`src/rtl/bwd_pkg.sv`:
```
package bwd_pkg;

  typedef enum logic [1:0] {
    WIN_SHORT = 2'b00,
    WIN_MID   = 2'b01,
    WIN_LONG  = 2'b10,
    WIN_OFF   = 2'b11
  } win_sel_e;

  function automatic int max3(input int a, input int b, input int c);
    int m;
    m = (a > b) ? a : b;
    return (m > c) ? m : c;
  endfunction

endpackage

```
`src/rtl/bwd_cond_detect.sv`:
```
module bwd_cond_detect (
  input  logic clk,
  input  logic rst_n,
  input  logic scl_i,
  input  logic sda_i,
  output logic start_o,
  output logic stop_o
);

  // Previous sample of both lines; idle bus is high on both.
  logic scl_q;
  logic sda_q;

  always_ff @(posedge clk) begin
    if (!rst_n) begin
      scl_q <= 1'b1;
      sda_q <= 1'b1;
    end else begin
      scl_q <= scl_i;
      sda_q <= sda_i;
    end
  end

  logic clk_line_high;
  assign clk_line_high = scl_q & scl_i;

  assign start_o = clk_line_high &  sda_q & ~sda_i;
  assign stop_o  = clk_line_high & ~sda_q &  sda_i;

endmodule

```
`src/rtl/bwd_arm_seq.sv`:
```
module bwd_arm_seq (
  input  logic clk,
  input  logic rst_n,
  input  logic start_i,
  input  logic stop_i,
  output logic armed_o,
  output logic kick_o
);

  logic armed_q;

  always_ff @(posedge clk) begin
    if (!rst_n)       armed_q <= 1'b0;
    else if (start_i) armed_q <= 1'b1;
    else if (stop_i)  armed_q <= 1'b0;
  end

  assign armed_o = armed_q;
  // A transaction completes only when its stop follows a pending start.
  assign kick_o  = stop_i & armed_q;

endmodule

```
`src/rtl/bwd_interval_cnt.sv`:
```
module bwd_interval_cnt
  import bwd_pkg::*;
#(
  parameter int LIM_SHORT = 25,
  parameter int LIM_MID   = 200,
  parameter int LIM_LONG  = 1400
) (
  input  logic       clk,
  input  logic       rst_n,
  input  logic [1:0] sel_i,
  input  logic       kick_i,
  input  logic       tick_i,
  output logic       wdo_o
);

  localparam int LIM_MAX = max3(LIM_SHORT, LIM_MID, LIM_LONG);
  localparam int CNT_W   = $clog2(LIM_MAX + 1);

  win_sel_e         sel;
  win_sel_e         sel_q;
  logic [CNT_W-1:0] cnt_q;
  logic [CNT_W-1:0] last_cnt;
  logic             wdo_q;

  assign sel = win_sel_e'(sel_i);

  // Terminal count for the selected window.
  always_comb begin
    case (sel)
      WIN_SHORT: last_cnt = CNT_W'(LIM_SHORT - 1);
      WIN_MID:   last_cnt = CNT_W'(LIM_MID - 1);
      WIN_LONG:  last_cnt = CNT_W'(LIM_LONG - 1);
      default:   last_cnt = '0;
    endcase
  end

  // Priority: off, completed transaction, select change, tick.
  always_ff @(posedge clk) begin
    if (!rst_n) begin
      cnt_q <= '0;
      wdo_q <= 1'b0;
      sel_q <= WIN_OFF;
    end else begin
      sel_q <= sel;
      if (sel == WIN_OFF) begin
        cnt_q <= '0;
        wdo_q <= 1'b0;
      end else if (kick_i) begin
        cnt_q <= '0;
        wdo_q <= 1'b0;
      end else if (sel != sel_q) begin
        cnt_q <= '0;
      end else if (tick_i && !wdo_q) begin
        if (cnt_q == last_cnt) wdo_q <= 1'b1;
        else                   cnt_q <= cnt_q + 1'b1;
      end
    end
  end

  assign wdo_o = wdo_q;

endmodule

```
`src/rtl/bus_watchdog.sv`:
```
module bus_watchdog #(
  parameter int LIM_SHORT = 25,
  parameter int LIM_MID   = 200,
  parameter int LIM_LONG  = 1400
) (
  input  logic       clk,
  input  logic       rst_n,
  input  logic       scl_i,
  input  logic       sda_i,
  input  logic [1:0] sel_i,
  input  logic       tick_i,
  output logic       wdo_o
);

  logic start_det;
  logic stop_det;
  logic armed;
  logic kick;

  bwd_cond_detect u_detect (
    .clk     (clk),
    .rst_n   (rst_n),
    .scl_i   (scl_i),
    .sda_i   (sda_i),
    .start_o (start_det),
    .stop_o  (stop_det)
  );

  bwd_arm_seq u_seq (
    .clk     (clk),
    .rst_n   (rst_n),
    .start_i (start_det),
    .stop_i  (stop_det),
    .armed_o (armed),
    .kick_o  (kick)
  );

  bwd_interval_cnt #(
    .LIM_SHORT (LIM_SHORT),
    .LIM_MID   (LIM_MID),
    .LIM_LONG  (LIM_LONG)
  ) u_cnt (
    .clk    (clk),
    .rst_n  (rst_n),
    .sel_i  (sel_i),
    .kick_i (kick),
    .tick_i (tick_i),
    .wdo_o  (wdo_o)
  );

endmodule

```
`config.mk`:
```
export PLATFORM = sky130hd
export DESIGN_NAME = bus_watchdog
export DESIGN_NICKNAME = d
export VERILOG_FILES = /design/src/rtl/bwd_pkg.sv /design/src/rtl/bwd_cond_detect.sv /design/src/rtl/bwd_arm_seq.sv /design/src/rtl/bwd_interval_cnt.sv /design/src/rtl/bus_watchdog.sv
export SDC_FILE = /design/constraint.sdc
export NUM_CORES = 1
export LEC_CHECK = 0
export ABC_AREA = 1
export ABC_CLOCK_PERIOD_IN_PS = 3200
export CORE_MARGIN = 2
export CORE_UTILIZATION = 60
export DETAILED_ROUTE_END_ITERATION = 6
export MAX_ROUTING_LAYER = met4
export PLACE_DENSITY = 0.87
export SETUP_SLACK_MARGIN = 0.3
export SLEW_MARGIN = 20
export SYNTH_ARGS = -nofsm -noshare
export SYNTH_HDL_FRONTEND = slang
export SYNTH_SLANG_ARGS = --single-unit
```
`constraint.sdc`:
```
create_clock -name clk -period 3.2 [get_ports clk]
set_input_delay 0.48 -clock clk [delete_from_list [all_inputs] [get_ports clk]]
set_output_delay 0.48 -clock clk [all_outputs]
set_load 0.005 [all_outputs]
```
==> metrics.log <==
[metrics] later-pin clock latency in the skew report: 0.31 ns
[metrics] cell area after synthesis: 1179 sq um
[metrics] transition at the pin with the smallest max-transition slack: 0.3749 ns
[metrics] Mapped Avg Cell Area: 7.058 sq um
[metrics] number of port buffers: 7
[metrics] Starting Density: 61.97%
[metrics] vias in the first global route: 1034
[metrics] Post-CTS Setup Bufs: 0
[metrics] total internal power: 286.8 uW
[metrics] die area: 2335 sq um
[metrics] required time of the worst setup path: 3.44 ns
[metrics] flops & latches, synth: 17
[metrics] Net Sw Frac: 28.07%
[metrics] critical path class: in2reg
[metrics] Final setup violation count: 0
[metrics] largest net degree at the start of global routing: 13
[metrics] gate count of the mapped netlist: 167
[metrics] run status: finished, final reports clean
[metrics] register share of total power: 54.7%
[metrics] number of nets still failing antenna checks after routing: 0
[metrics] number of antenna violations at the first check in global routing: 0
[metrics] total power: 398.7 uW
[metrics] minimum clock period after layout: 2.176 ns
[metrics] number of placement rows: 16
[metrics] clock sinks: 17
[metrics] core region area: 1902 sq um
[metrics] Most Frequent Cell on Critical Path: sky130_fd_sc_hd__nand2_1
[metrics] static leakage: slightly above 0.0005 uW
[metrics] leading cell type in the layout, fill and taps excluded: sky130_fd_sc_hd__nand2_1
[metrics] global-route wire length before repair: 4.195 mm
[metrics] die outline height: ~48 um
[metrics] clock slew at the register clock pins of the worst setup and hold paths: 0.10 ns
[metrics] most frequent cells in the layout: 52 x sky130_fd_sc_hd__nand2_1, 17 x sky130_fd_sc_hd__inv_1, 17 x sky130_fd_sc_hd__dfxtp_1, 12 x sky130_fd_sc_hd__nor2_1, 12 x sky130_fd_sc_hd__nand3_2
[metrics] number of H-tree levels: 1
[metrics] Max-Slew Margin vs Limit: 74.97%
[metrics] total power per unit cell area: 310.9 nW/um^2
[metrics] clock tree from TritonCTS: done
[metrics] Critical Path End Type: flop
[metrics] cell breakdown of the critical path: clkdlybuf4s50_1, inv_1, ha_1, inv_1, nand2_1, nand2_1, nand3_2, nor2_4, nand2_4, nand2_8, nand2_1, a21oi_1
[metrics] maximum clock path buffer count: 2
[metrics] portion of the clock cycle consumed by the worst path in the final layout: 68.01%
[metrics] arrival time at the worst endpoint: 2.42 ns
[metrics] Warnings, synthesis: 0
[metrics] core utilization of the finished layout: 67.43%
[metrics] post-DR vias/cell: 5.318
[metrics] share of power burned in the clock network: 30.8%
[metrics] I/O pin count: 8
[metrics] startpoint type of the worst setup path: primary input
[metrics] final estimated routing congestion in global placement: 0.9139
[metrics] sequential-to-total area share from yosys stat: 28.87%
[metrics] number of iterations in the first detailed-routing pass: 4
[metrics] Root Buffer Master: sky130_fd_sc_hd__clkbuf_4
[metrics] DRT iter0 DRCs: 46
[metrics] Horiz. Die Dim: 48.32 um
[metrics] grt total ovfl: 0
[metrics] critical path's largest stage delay: 0.58 ns
[metrics] cell with the largest stage delay on the worst path: sky130_fd_sc_hd__clkdlybuf4s50_1
[metrics] DP HPWL: 1.841 mm
[metrics] setup repair after global routing missed its margin: no
[metrics] global-route total usage across every layer: 23.58%
[metrics] count of hold-fix buffers inserted at cts: 0
[metrics] final-layout worst hold slack: slightly below 0.5 ns
[metrics] count of cell types in the netlist: 25
[metrics] fraction of final layout cells sized beyond drive strength 1: between 10% and 20%
[metrics] Max-cap violations: 0
[metrics] growth of design area from synthesis to finish: 8.811%
[metrics] worst setup slack before clock tree synthesis: 0.6942 ns
[metrics] power spent charging and discharging nets: 111.9 uW
[metrics] Antenna diodes: 0
[metrics] total vias in the final route: 1069
[metrics] setup_tns: 0 ns
[metrics] post_cts resized: 0
[metrics] crit path setup slack, layout: 1.024 ns
[metrics] combinational cell fraction of total power: between 10 and 15%
[metrics] DRC Markers: 0
[metrics] Synth Net Count: 179
[metrics] hold violation count in the final report: 0
[metrics] wire length per cell after detailed routing: between 10 and 15 um
[metrics] setup skew after layout: between 0.007 and 0.008 ns
[metrics] Peak Freq: 0.4595 GHz
[metrics] Num CTS Buffers: 3
[metrics] Final Routed Wirelength: 2.425 mm
[metrics] class of the tightest hold or removal check: reg2reg
[metrics] nets: 187
[metrics] peak ir drop on the vdd network: 0.0003345 V
[metrics] pins over their slew limit: 0
[metrics] worst-path fanout max: 12
per-layer routing:
metal	GRT usage, %	routed length, um	vias to the layer above
met5	-	0	-
met4	12.38	61	0
met3	3.086	155	7
met2	41.44	1262	45
met1	26.08	946	476
li1	-	-	541
critical path, delay by kind of cell:
family / cells / cell delay [ns]
AO/OA/AOI/OAI: 1 / 0.12
adder cells (fa/ha/maj): 1 / 0.34
buffers and inverters: 3 / 0.78
AND/OR/NAND/NOR: 7 / 0.70
final timing paths:
| path | depth (start not counted) | endpoint | start | slack, ns |
|---|---|---|---|---|
| max | 12 | u_cnt.cnt_q[1] | sel_i[0] | 1.02 |
| min | 2 | u_cnt.wdo_o | u_cnt.wdo_o | 0.49 |
| max reg2reg | 6 | u_cnt.cnt_q[6] | u_cnt.cnt_q[0] | 1.54 |
| min reg2reg | 2 | u_cnt.wdo_o | u_cnt.wdo_o | 0.49 |
power groups by stage:
stage          combinational (uW)  clock, uW  sequential (uW)
3_3_place_gp                 55.6          0              223
5_1_grt                      63.9        132              219
3_5_place_dp                 57.7          0              223
6_report                     57.6        123              218
4_1_cts                      58.0        124              218
2_1_floorplan                42.4          0              222
per-stage QoR:
stage	std cells	cell area (sq um)
6_report	201	1282
5_1_grt	201	1282
4_1_cts	201	1282
3_5_place_dp	197	1256
3_3_place_gp	197	1256
2_1_floorplan	167	1179
final cells by class:
class | count | area, sq um
Timing Repair Buffer | 7 | 70.07
Multi-Input combinational cell | 124 | 729.5
Fill cell | 173 | 619.3
Sequential cell | 17 | 340.3
Inverter | 22 | 82.58
Tap cell | 27 | 33.78
Clock buffer | 4 | 26.28
cells in the mapped netlist, drive strengths merged:
library cell   n  area (sq um)
a21oi         13         83.83
a41oi          1         8.760
buf            4         26.27
dfxtp         17         340.3
ha             5         62.56
inv           22         82.58
nand2         55         232.7
nand3         21         165.2
nand4          2         12.51
nor2          15         68.81
nor3           2         15.01
or2            3         18.77
xnor2          1         8.760
xor2           6         52.55
sequential cells by signal (all words and copies together) (netlist names):
signal          count
u_cnt.cnt_q        11
u_cnt.sel_q         2
u_cnt.wdo_o         1
u_detect.scl_q      1
u_detect.sda_q      1
u_seq.armed_o       1
logic make-up (layout without fill, tap and decap cells):
kind of cell               count (synthesis)  after routing  synth area share [%]
and+or+nand+nor                           98             98                 43.52
adders and majority gates                  5              5                 5.308
xor gates and xnor gates                   7              7                 5.202
AOI/OAI and AO/OA                         14             14                 7.856
buffers and inverters                     26             33                 9.235
DFF                                       17             17                 28.88
No activity file was read; power rests on OpenSTA's default activity.
